File: config.mk
export PLATFORM = sky130hd
export DESIGN_NAME = ctl_xfer_seq
export DESIGN_NICKNAME = d
export VERILOG_FILES = /design/src/rtl/ctx_pkg.sv /design/src/rtl/ctx_cond.sv /design/src/rtl/ctx_decode.sv /design/src/rtl/ctl_xfer_seq.sv
export SDC_FILE = /design/constraint.sdc
export NUM_CORES = 1
export LEC_CHECK = 0
export ABC_AREA = 1
export BUFFER_PORTS_ARGS = -buffer_cell sky130_fd_sc_hd__buf_4
export CORE_UTILIZATION = 51
export CTS_CLUSTER_DIAMETER = 150
export DETAILED_ROUTE_END_ITERATION = 7
export GPL_ROUTABILITY_DRIVEN = 0
export MAX_ROUTING_LAYER = met4
export PLACE_DENSITY = 0.86
export SYNTH_ARGS = -nofsm -noshare
export SYNTH_HDL_FRONTEND = slang
export SYNTH_SLANG_ARGS = --single-unit
File: constraint.sdc
create_clock -name clk -period 2.2 [get_ports clk]
set_input_delay 0.66 -clock clk [delete_from_list [all_inputs] [get_ports clk]]
set_output_delay 0.66 -clock clk [all_outputs]
set_load 0.005 [all_outputs]
File: src/rtl/ctx_pkg.sv
package ctx_pkg;
  typedef enum logic [3:0] {
    K_JMP, K_JCC, K_CALL, K_CCC, K_RET, K_RCC, K_RST, K_PCHL, K_OTHER
  } xfer_kind_t;

  typedef enum logic [2:0] {
    S_IDLE, S_PUSH_HI, S_PUSH_LO, S_POP_LO, S_POP_HI, S_POP_WAIT
  } seq_state_t;

  localparam int ST_JUMP      = 10;
  localparam int ST_CALL      = 17;
  localparam int ST_CALL_SKIP = 11;
  localparam int ST_RET       = 10;
  localparam int ST_RET_TAKEN = 11;
  localparam int ST_RET_SKIP  = 5;
  localparam int ST_RESTART   = 11;
  localparam int ST_PCHL      = 5;
endpackage

File: src/rtl/ctx_cond.sv
module ctx_cond (
  input  logic [2:0] ccc,
  input  logic       flag_z,
  input  logic       flag_cy,
  input  logic       flag_p,
  input  logic       flag_s,
  output logic       cond_ok
);
  logic [3:0] flag_vec;
  assign flag_vec = {flag_s, flag_p, flag_cy, flag_z};
  // bits 5..4 select the flag, bit 3 gives the polarity that counts as true
  assign cond_ok = (flag_vec[ccc[2:1]] == ccc[0]);
endmodule

File: src/rtl/ctx_decode.sv
module ctx_decode
  import ctx_pkg::*;
#(
  parameter int CNT_W = 5
) (
  input  logic [7:0]       opcode,
  input  logic             cond_ok,
  output xfer_kind_t       kind,
  output logic             taken,
  output logic             do_push,
  output logic             do_pop,
  output logic [CNT_W-1:0] st_count
);
  always_comb begin
    kind = K_OTHER;
    if (opcode == 8'hC3)      kind = K_JMP;
    else if (opcode == 8'hCD) kind = K_CALL;
    else if (opcode == 8'hC9) kind = K_RET;
    else if (opcode == 8'hE9) kind = K_PCHL;
    else if (opcode[7:6] == 2'b11) begin
      case (opcode[2:0])
        3'b010:  kind = K_JCC;
        3'b100:  kind = K_CCC;
        3'b000:  kind = K_RCC;
        3'b111:  kind = K_RST;
        default: kind = K_OTHER;
      endcase
    end
  end

  always_comb begin
    taken    = 1'b0;
    st_count = '0;
    case (kind)
      K_JMP:  begin taken = 1'b1;    st_count = CNT_W'(ST_JUMP); end
      K_JCC:  begin taken = cond_ok; st_count = CNT_W'(ST_JUMP); end
      K_CALL: begin taken = 1'b1;    st_count = CNT_W'(ST_CALL); end
      K_CCC:  begin
        taken    = cond_ok;
        st_count = cond_ok ? CNT_W'(ST_CALL) : CNT_W'(ST_CALL_SKIP);
      end
      K_RET:  begin taken = 1'b1;    st_count = CNT_W'(ST_RET); end
      K_RCC:  begin
        taken    = cond_ok;
        st_count = cond_ok ? CNT_W'(ST_RET_TAKEN) : CNT_W'(ST_RET_SKIP);
      end
      K_RST:  begin taken = 1'b1;    st_count = CNT_W'(ST_RESTART); end
      K_PCHL: begin taken = 1'b1;    st_count = CNT_W'(ST_PCHL); end
      default: begin taken = 1'b0;   st_count = '0; end
    endcase
  end

  assign do_push = taken && (kind == K_CALL || kind == K_CCC || kind == K_RST);
  assign do_pop  = taken && (kind == K_RET || kind == K_RCC);
endmodule

File: src/rtl/ctl_xfer_seq.sv
module ctl_xfer_seq
  import ctx_pkg::*;
#(
  parameter int DATA_W = 8,
  parameter int CNT_W  = 5,
  localparam int ADDR_W = 2 * DATA_W
) (
  input  logic              clk,
  input  logic              rst,
  input  logic              start,
  input  logic [7:0]        opcode,
  input  logic [DATA_W-1:0] addr_lo,
  input  logic [DATA_W-1:0] addr_hi,
  input  logic              flag_z,
  input  logic              flag_cy,
  input  logic              flag_p,
  input  logic              flag_s,
  input  logic [ADDR_W-1:0] pc_in,
  input  logic [ADDR_W-1:0] sp_in,
  input  logic [ADDR_W-1:0] hl_in,
  input  logic [DATA_W-1:0] rd_data,
  output logic              busy,
  output logic              done,
  output logic [ADDR_W-1:0] pc_out,
  output logic [ADDR_W-1:0] sp_out,
  output logic [CNT_W-1:0]  states,
  output logic              stk_wr,
  output logic              stk_rd,
  output logic [ADDR_W-1:0] stk_addr,
  output logic [DATA_W-1:0] stk_wdata
);
  localparam logic [ADDR_W-1:0] ONE   = ADDR_W'(1);
  localparam logic [ADDR_W-1:0] TWO   = ADDR_W'(2);
  localparam logic [ADDR_W-1:0] THREE = ADDR_W'(3);

  logic             cond_ok, taken, do_push, do_pop;
  xfer_kind_t       kind;
  logic [CNT_W-1:0] st_count;

  ctx_cond u_cond (
    .ccc(opcode[5:3]), .flag_z(flag_z), .flag_cy(flag_cy),
    .flag_p(flag_p), .flag_s(flag_s), .cond_ok(cond_ok)
  );

  ctx_decode #(.CNT_W(CNT_W)) u_dec (
    .opcode(opcode), .cond_ok(cond_ok), .kind(kind), .taken(taken),
    .do_push(do_push), .do_pop(do_pop), .st_count(st_count)
  );

  logic [ADDR_W-1:0] seq1, seq3, abs_tgt, ret_addr, push_tgt, flat_pc;
  assign seq1     = pc_in + ONE;
  assign seq3     = pc_in + THREE;
  assign abs_tgt  = {addr_hi, addr_lo};
  assign ret_addr = (kind == K_RST) ? seq1 : seq3;
  assign push_tgt = (kind == K_RST) ? ADDR_W'({opcode[5:3], 3'b000}) : abs_tgt;

  // PC for instructions that finish without a stack access
  always_comb begin
    case (kind)
      K_JMP, K_JCC:  flat_pc = taken ? abs_tgt : seq3;
      K_CALL, K_CCC: flat_pc = seq3;
      K_RET, K_RCC:  flat_pc = seq1;
      K_RST:         flat_pc = seq1;
      K_PCHL:        flat_pc = hl_in;
      default:       flat_pc = pc_in;
    endcase
  end

  seq_state_t        st;
  logic [DATA_W-1:0] ret_lo_q, pop_lo_q;

  always_ff @(posedge clk) begin
    if (rst) begin
      st        <= S_IDLE;
      busy      <= 1'b0;
      done      <= 1'b0;
      stk_wr    <= 1'b0;
      stk_rd    <= 1'b0;
      stk_addr  <= '0;
      stk_wdata <= '0;
      pc_out    <= '0;
      sp_out    <= '0;
      states    <= '0;
      ret_lo_q  <= '0;
      pop_lo_q  <= '0;
    end else begin
      done   <= 1'b0;
      stk_wr <= 1'b0;
      stk_rd <= 1'b0;
      case (st)
        S_IDLE: if (start) begin
          states <= st_count;
          if (do_push) begin
            st        <= S_PUSH_HI;
            busy      <= 1'b1;
            stk_wr    <= 1'b1;
            stk_addr  <= sp_in - ONE;
            stk_wdata <= ret_addr[ADDR_W-1:DATA_W];
            ret_lo_q  <= ret_addr[DATA_W-1:0];
            pc_out    <= push_tgt;
            sp_out    <= sp_in - TWO;
          end else if (do_pop) begin
            st       <= S_POP_LO;
            busy     <= 1'b1;
            stk_rd   <= 1'b1;
            stk_addr <= sp_in;
            sp_out   <= sp_in + TWO;
          end else begin
            done   <= 1'b1;
            pc_out <= flat_pc;
            sp_out <= sp_in;
          end
        end
        S_PUSH_HI: begin
          stk_wr    <= 1'b1;
          stk_addr  <= stk_addr - ONE;
          stk_wdata <= ret_lo_q;
          st        <= S_PUSH_LO;
        end
        S_PUSH_LO: begin
          done <= 1'b1;
          busy <= 1'b0;
          st   <= S_IDLE;
        end
        S_POP_LO: begin
          stk_rd   <= 1'b1;
          stk_addr <= stk_addr + ONE;
          st       <= S_POP_HI;
        end
        S_POP_HI: begin
          pop_lo_q <= rd_data;
          st       <= S_POP_WAIT;
        end
        S_POP_WAIT: begin
          pc_out <= {rd_data, pop_lo_q};
          done   <= 1'b1;
          busy   <= 1'b0;
          st     <= S_IDLE;
        end
        default: st <= S_IDLE;
      endcase
    end
  end

  a_r10_no_rd_wr: assert property (@(posedge clk) disable iff (rst)
    !(stk_wr && stk_rd));
  a_r8_done_pulse: assert property (@(posedge clk) disable iff (rst)
    done |=> !done);
  a_r8_done_not_busy: assert property (@(posedge clk) disable iff (rst)
    done |-> !busy);
  a_r3_push_descends: assert property (@(posedge clk) disable iff (rst)
    $rose(stk_wr) |=> (stk_wr && stk_addr == $past(stk_addr) - ONE));
  a_r4_pop_ascends: assert property (@(posedge clk) disable iff (rst)
    $rose(stk_rd) |=> (stk_rd && stk_addr == $past(stk_addr) + ONE));
  a_r3_push_sp: assert property (@(posedge clk) disable iff (rst)
    (done && $past(stk_wr)) |-> sp_out == $past(stk_addr));
  a_r2_state_count_legal: assert property (@(posedge clk) disable iff (rst)
    done |-> (states == 0 || states == 5 || states == 10 ||
              states == 11 || states == 17));
endmodule

After elaboration in Yosys (flattened, before gate mapping)
Index checks and enable logic that the tools add are counted.
- add/subtract/negate cells: 7
- order comparisons: 1
- eq/ne operators: 25
- mux-type cells: 48
- reduce and logical (&&, ||, !) cells: 26
- operator list (kind ; number):
    16-bit two-way mux ; 11
    16-bit case mux with 4 select lines ; 1
    16-bit case mux with 3 select lines ; 1
    16-bit by 1-bit adder with 16-bit output (second input constant) ; 2
    16-bit by 2-bit adder with 16-bit output (second input constant) ; 2
    8-bit == test (second input constant) ; 4
    16-bit case mux with 2 select lines ; 1
    16-bit by 1-bit subtractor with 16-bit output (second input constant) ; 2
    5-bit case mux with 6 select lines ; 1
    4-bit two-way mux ; 6
    4-bit by 3-bit == test with 1-bit output (second input constant) ; 4
    8-bit two-way mux ; 2
    4-bit case mux with 4 select lines ; 1
    8-bit case mux with 2 select lines ; 1
    16-bit by 2-bit subtractor with 16-bit output (second input constant) ; 1
    3-bit AND reduction ; 5
    3-bit == test (second input constant) ; 4
    1-bit two-way mux ; 12
    3-bit case mux with 4 select lines ; 1
    1-bit case mux with 2 select lines ; 5
    3-bit by 2-bit == test with 1-bit output (second input constant) ; 3
    3-bit two-way mux ; 3
    3-bit OR reduction ; 3
    4-bit by 2-bit == test with 1-bit output (second input constant) ; 2
    other kinds (18) ; 29
- register bits: 84

Longest topological paths before layout
- word-level depth: 16
- depth in mapped cells: 17
- depth with buffers taken out: 17

Modules after synthesis
A second synthesis with hierarchy kept.
- cells, all modules: 1127
- area total of the unflattened synthesis: 6860.3 µm²
- modules (own cells, without submodules) (module ; times used ; cells an instance ; area each (µm²) ; sequential area each (µm²)):
    ctl_xfer_seq ; 1 ; 1056 ; 6422.4 ; 1681.6
    ctx_decode ; 1 ; 58 ; 380.4 ; 0.0
    ctx_cond ; 1 ; 13 ; 57.6 ; 0.0

Least setup slack after synthesis
OpenSTA, ideal clock, no wires.
- kind: register to register
- start point: register st[0]
- end point: register stk_addr[10]
- setup time: 0.113 ns
- data arrival time: 2.303 ns
- setup slack: -0.216 ns
- stages on the path, launching flop included: 16
- buffers on the path: 0
- clock period less this slack: 2.416 ns
- cells stage by stage: dfxtp_1 -> inv_1 -> nor2_1 -> nand2_1 -> fa_1 -> nand3_1 -> nand2_1 -> nand2_1 -> nand3_1 -> nand2_1 -> nand3_1 -> or2_2 -> nand3_1 -> nand2_1 -> nor2_1 -> nor2_1
- longest elaborated chain between the ends: 3
- elaborated cells on any way between the ends: 8
- classes of those cells: eq/ne (4); mux (1); reduce/logical (3)
- ends and longest elaborated chain (what ; line ; RTL):
    from (decl) ; ctl_xfer_seq.sv:69 ; seq_state_t st;
    from (signal assigned) ; ctl_xfer_seq.sv:74 ; st <= S_IDLE;
    from (signal assigned) ; ctl_xfer_seq.sv:94 ; st <= S_PUSH_HI;
    from (signal assigned) ; ctl_xfer_seq.sv:103 ; st <= S_POP_LO;
    3-bit by 2-bit == test with 1-bit output (tied with other cells) ; ctl_xfer_seq.sv:90 ; case (st)
    3-bit nonzero test (no line) (tied with other cells) ; -- ;
    3-bit AND reduction (no line) ; -- ;
    to (signal assigned) ; ctl_xfer_seq.sv:97 ; stk_addr <= sp_in - ONE;
    to (signal assigned) ; ctl_xfer_seq.sv:106 ; stk_addr <= sp_in;
    to (signal assigned) ; ctl_xfer_seq.sv:116 ; stk_addr <= stk_addr - ONE;
    to (decl) ; ctl_xfer_seq.sv:29 ; output logic [ADDR_W-1:0] stk_addr,
Parallel ways exist; a longest one is shown, timed or not.
A chain may end at the register's enable or synchronous reset.

Worst setup path in the final report
- start point: register st[2]
- end point: register stk_addr[15]
The elaborated chain is that of the path after synthesis.

==> results.md <==
Run status:
- The run finished, with violations left.
- The checks that failed: design-rule violations, negative setup slack.

Detailed routing:
- The first TritonRoute pass finished after 8 iterations.
- The iteration-0 DRC count of the detailed router is 1534.
- The average vias per placed instance is 5.96.
- In this run the remaining antenna-violating nets after routing total 0.
- The final wirelength is 28.8 mm.
- Dividing the detail-routed wire length by the instance count gives 17.2 um.
- After detailed routing, the number of remaining DRC violations is 11.
- For this block, the via count after detailed routing is 9961.

Setup path:
- The signal on the critical path passes through nor2_4 -> nand2_4 -> buf_4 -> buf_4 -> ha_1 -> inv_1 -> nor3_2 -> nand3_1 -> nand2_1 -> xor2_1 -> nor2_1 -> nor2_1 -> nor2_1.
- STA classifies the critical path startpoint as a flip-flop.
- The worst flop-to-flop path startpoint is st[2].
- The data arrival time at the worst-slack endpoint is 2.78 ns.
- The worst endpoint required time is 2.45 ns.
- The worst setup path is captured at a flip-flop.
- The slowest stage of the critical path belongs to the cell sky130_fd_sc_hd__dfxtp_1.
- The critical path's top delay family is simple AND/OR/NAND/NOR gates.
- The depth of the worst register-to-register path is 13.
- Of all nets on the critical path, the largest fanout is 5.
- The biggest cell delay along the critical path is 0.37 ns.
- The cell depth of the worst setup path is 13.
- In this design, the critical path's most frequently occurring cell is sky130_fd_sc_hd__nor2_1.
- The register-to-register setup slack is -0.33 ns.
- The start-to-end type of the worst setup path is flip-flop to flip-flop.
- The endpoint identified for the worst register-to-register timing path is stk_addr[15].
- Together, buffers and inverters on the worst path number 3.

Min path:
- The worst hold-check path type is flip-flop to flip-flop.
- The critical hold path startpoint is ret_lo_q[7].
- The worst min-delay path endpoint is ret_lo_q[7].
- Along the worst hold path, the cell count comes to 2.

Floorplan:
- The floorplan step defined a core boundary enclosing 13900 um^2.
- The number of I/O pins is 152.
- The die covers 14800 um^2.
- The vertical extent of the die is 122 um.
- The number of placement rows is 43.
- For this configuration, the core starts out at a cell density of 0.526.
- The floorplan step set the die width to 122 um.

Logic synthesis:
- In the synthesized netlist the dominant register cell turns out to be sky130_fd_sc_hd__dfxtp_1.
- The most frequent cell after synthesis is sky130_fd_sc_hd__nand2_1.
- The post-synthesis sequential area ratio is 0.227.
- The synthesized design contains 0 enable-type register cells.
- The library cell with the largest summed area after synthesis is sky130_fd_sc_hd__dfxtp_1.
- After technology mapping, the gate count stands at 1257.
- After synthesis the netlist holds a flip-flop and latch count of 83.
- Summing every instance area after synthesis gives 7330 um^2.
- Ranked by total cell area, the synthesized netlist is headed by sky130_fd_sc_hd__dfxtp_1, sky130_fd_sc_hd__nand2_1, sky130_fd_sc_hd__o21ai_0, sky130_fd_sc_hd__a21oi_1, sky130_fd_sc_hd__nor2_1.
- Counting flops with an async set or reset pin after synthesis yields a share of 0.
- The area share of the leading cell type in the synthesized netlist is 0.227.
- The number of distinct library cells after synthesis is 44.
- Sorting the synthesized cells by how often they occur yields sky130_fd_sc_hd__nand2_1, sky130_fd_sc_hd__nor2_1, sky130_fd_sc_hd__inv_1.
- The post-synthesis net count is 1365.
- A synthesized cell averages 5.83 um^2.
- During synthesis, Yosys emitted a total of 0 warnings.

Timing:
- The setup TNS after final layout is -1.54 ns.
- The hold violation count in the final report is 0.
- The number of pins exceeding their max-slew limit in the final report is 0.
- The number of setup violations in the final report is 10.
- Setup repair after global routing could not meet its margin everywhere.
- The minimum clock period is 2.53 ns.
- The share of the clock period used by the worst path after layout is 1.15.
- The highest attainable clock frequency is 0.395 GHz.
- The worst pin sits at a relative slew slack of 0.690.
- The clock tree skew after final layout is 0.00826 ns.
- Across all setup checks in the final design, the least slack found is -0.332 ns.
- The transition at the pin with the smallest max-transition slack is 0.460 ns.

CTS:
- The H-tree was split into 3 levels.
- TritonCTS built the clock tree.
- Counting every sink on the clock net gives 83.
- The later-pin clock latency in the skew report is 0.36 ns.
- The clock input transition at the sequential cells of the worst setup and hold paths is 0.06 ns.
- The root cell of the clock tree is sky130_fd_sc_hd__clkbuf_16.
- TritonCTS created 9 clock buffers.
- The clock passes through at most 2 buffers.

Place:
- The placed instances occupy a cell area of 9340 um^2.
- During placement, the flow inserted port buffers numbering 151.
- The placed wire-length estimate after detailed placement is 19.2 mm.
- OpenSTA, run right after detailed placement, puts the worst setup slack at -0.302 ns.

Global route:
- The number of global-route vias before repair is 8891.
- Entering global routing, the biggest net connects 52 pins.
- The initial antenna violation count is 0.
- In the global route stage, overall resource usage came out at 0.366.
- The total overflow left after global routing is 0.
- The wire length of the first global-routing pass is 41.9 mm.

Cells and area:
- The sequential cell area in the final layout is 1660 um^2.
- The count of antenna diodes in the layout is 0.
- The combined area of the multi-input logic cells is 5330 um^2.
- In the final layout, the share of cells above drive strength 1 is 0.262.
- The end-of-flow core utilization is 0.734.
- The final layout contains 1594 nets.
- After routing the design area is 10200 um^2.
- Relative to the synthesized area, the layout overhead comes to 39.5%.
- Counting the fill cells in the layout gives 1045.

Job:
- The number of max-cap violations is 0.

Pwr:
- The maximum vdd ir drop is 0.634 mV.
- For this design the static power due to leakage is 5.05 nW.
- Dividing total power by cell area gives a power density of 945 nW/um^2.
## where the power goes
part	switching [mW]	internal, mW
Sequential	0.312	1.80
Combinational	3.38	2.60
Clock	0.674	0.887
Total	4.37	5.29
## state kept, by name, indices dropped and copies added, names as in the netlist
register	flops
done	1
busy	1
stk_addr	16
st	3
stk_wr	1
ret_lo_q	8
stk_rd	1
pc_out	16
pop_lo_q	8
sp_out	16
stk_wdata	8
states	4
## stage by stage
step                      instances  hold slack [ns]  power (mW)
after CTS                      1659            0.451        8.16
after global routing           1671            0.488        10.1
after global placement         1637            0.439        6.10
final                          1671            0.468        9.66
after floorplan                1257            0.422        4.56
after detailed placement       1637            0.442        6.21
## kinds of logic (layout without fill, tap and decap cells)
group	Yosys count	count (layout)	synth area share
adders and majority gates	21	21	0.0369
DFF	83	83	0.227
and+or+nand+nor	632	633	0.358
xor gates and xnor gates	60	60	0.0717
AOI/OAI and AO/OA	271	271	0.201
buffers and inverters	190	423	0.106
## metal layers
metal  GRT usage  vias up  part of all wire
met5           -        -                 0
met4       0.194        0             0.065
met3      0.0655      213              0.12
met2       0.558      808              0.43
met1       0.459     4406              0.38
li1            -     4534                 -
## placed cells by master, fill, tap and decap left out, drive strengths merged, types with 3 or more instances in the layout
cell type | synthesis | final
a21oi | 102 | 102
a31oi | 14 | 14
buf | 30 | 280
clkbuf | 33 | 11
clkinv | 0 | 3
dfxtp | 83 | 83
ha | 20 | 20
inv | 127 | 127
nand2 | 376 | 377
nand3 | 87 | 87
nand4 | 7 | 7
nor2 | 132 | 132
nor3 | 21 | 21
o211a | 3 | 3
o211ai | 13 | 13
o21a | 6 | 6
o21ai | 119 | 119
o21bai | 4 | 4
o31ai | 3 | 3
or2 | 3 | 3
xnor2 | 8 | 8
xor2 | 52 | 52
## repair_timing
action / CTS / global route
gates cloned: 1 / 0
resized for setup: 30 / 78
pin swaps: 5 / 37
endpoints found under the setup margin: 9 / 44
hold buffers: 0 / 0
setup buffers: 5 / 12
## worst register-to-register path, stage by stage, from the launching register on
cell,delay [ns]
sky130_fd_sc_hd__dfxtp_1,0.37
sky130_fd_sc_hd__nor2_4,0.27
sky130_fd_sc_hd__nand2_4,0.14
sky130_fd_sc_hd__buf_4,0.16
sky130_fd_sc_hd__buf_4,0.13
sky130_fd_sc_hd__ha_1,0.30
sky130_fd_sc_hd__inv_1,0.13
sky130_fd_sc_hd__nor3_2,0.26
sky130_fd_sc_hd__nand3_1,0.11
sky130_fd_sc_hd__nand2_1,0.12
sky130_fd_sc_hd__xor2_1,0.19
sky130_fd_sc_hd__nor2_1,0.06
sky130_fd_sc_hd__nor2_1,0.14
sky130_fd_sc_hd__nor2_1,0.06
## worst max-delay path by stage
stage,to,from,slack [ns]
3_5_place_dp,stk_addr[3],opcode[7],-0.30
5_1_grt,stk_addr[15],st[0],-0.43
2_1_floorplan,stk_addr[10],st[0],0.05
3_3_place_gp,sp_out[10],opcode[6],-0.23
6_report,stk_addr[15],st[2],-0.33
4_1_cts,stk_addr[12],st[0],-0.01
## cell type report
class,instances,share of cell area
Sequential cell,83,0.163
Tap cell,180,0.0220
Timing Repair Buffer,280,0.218
Multi-Input combinational cell,985,0.521
Clock inverter,5,0.00624
Inverter,127,0.0471
Clock buffer,11,0.0228
No activity file was read; power rests on OpenSTA's default activity.
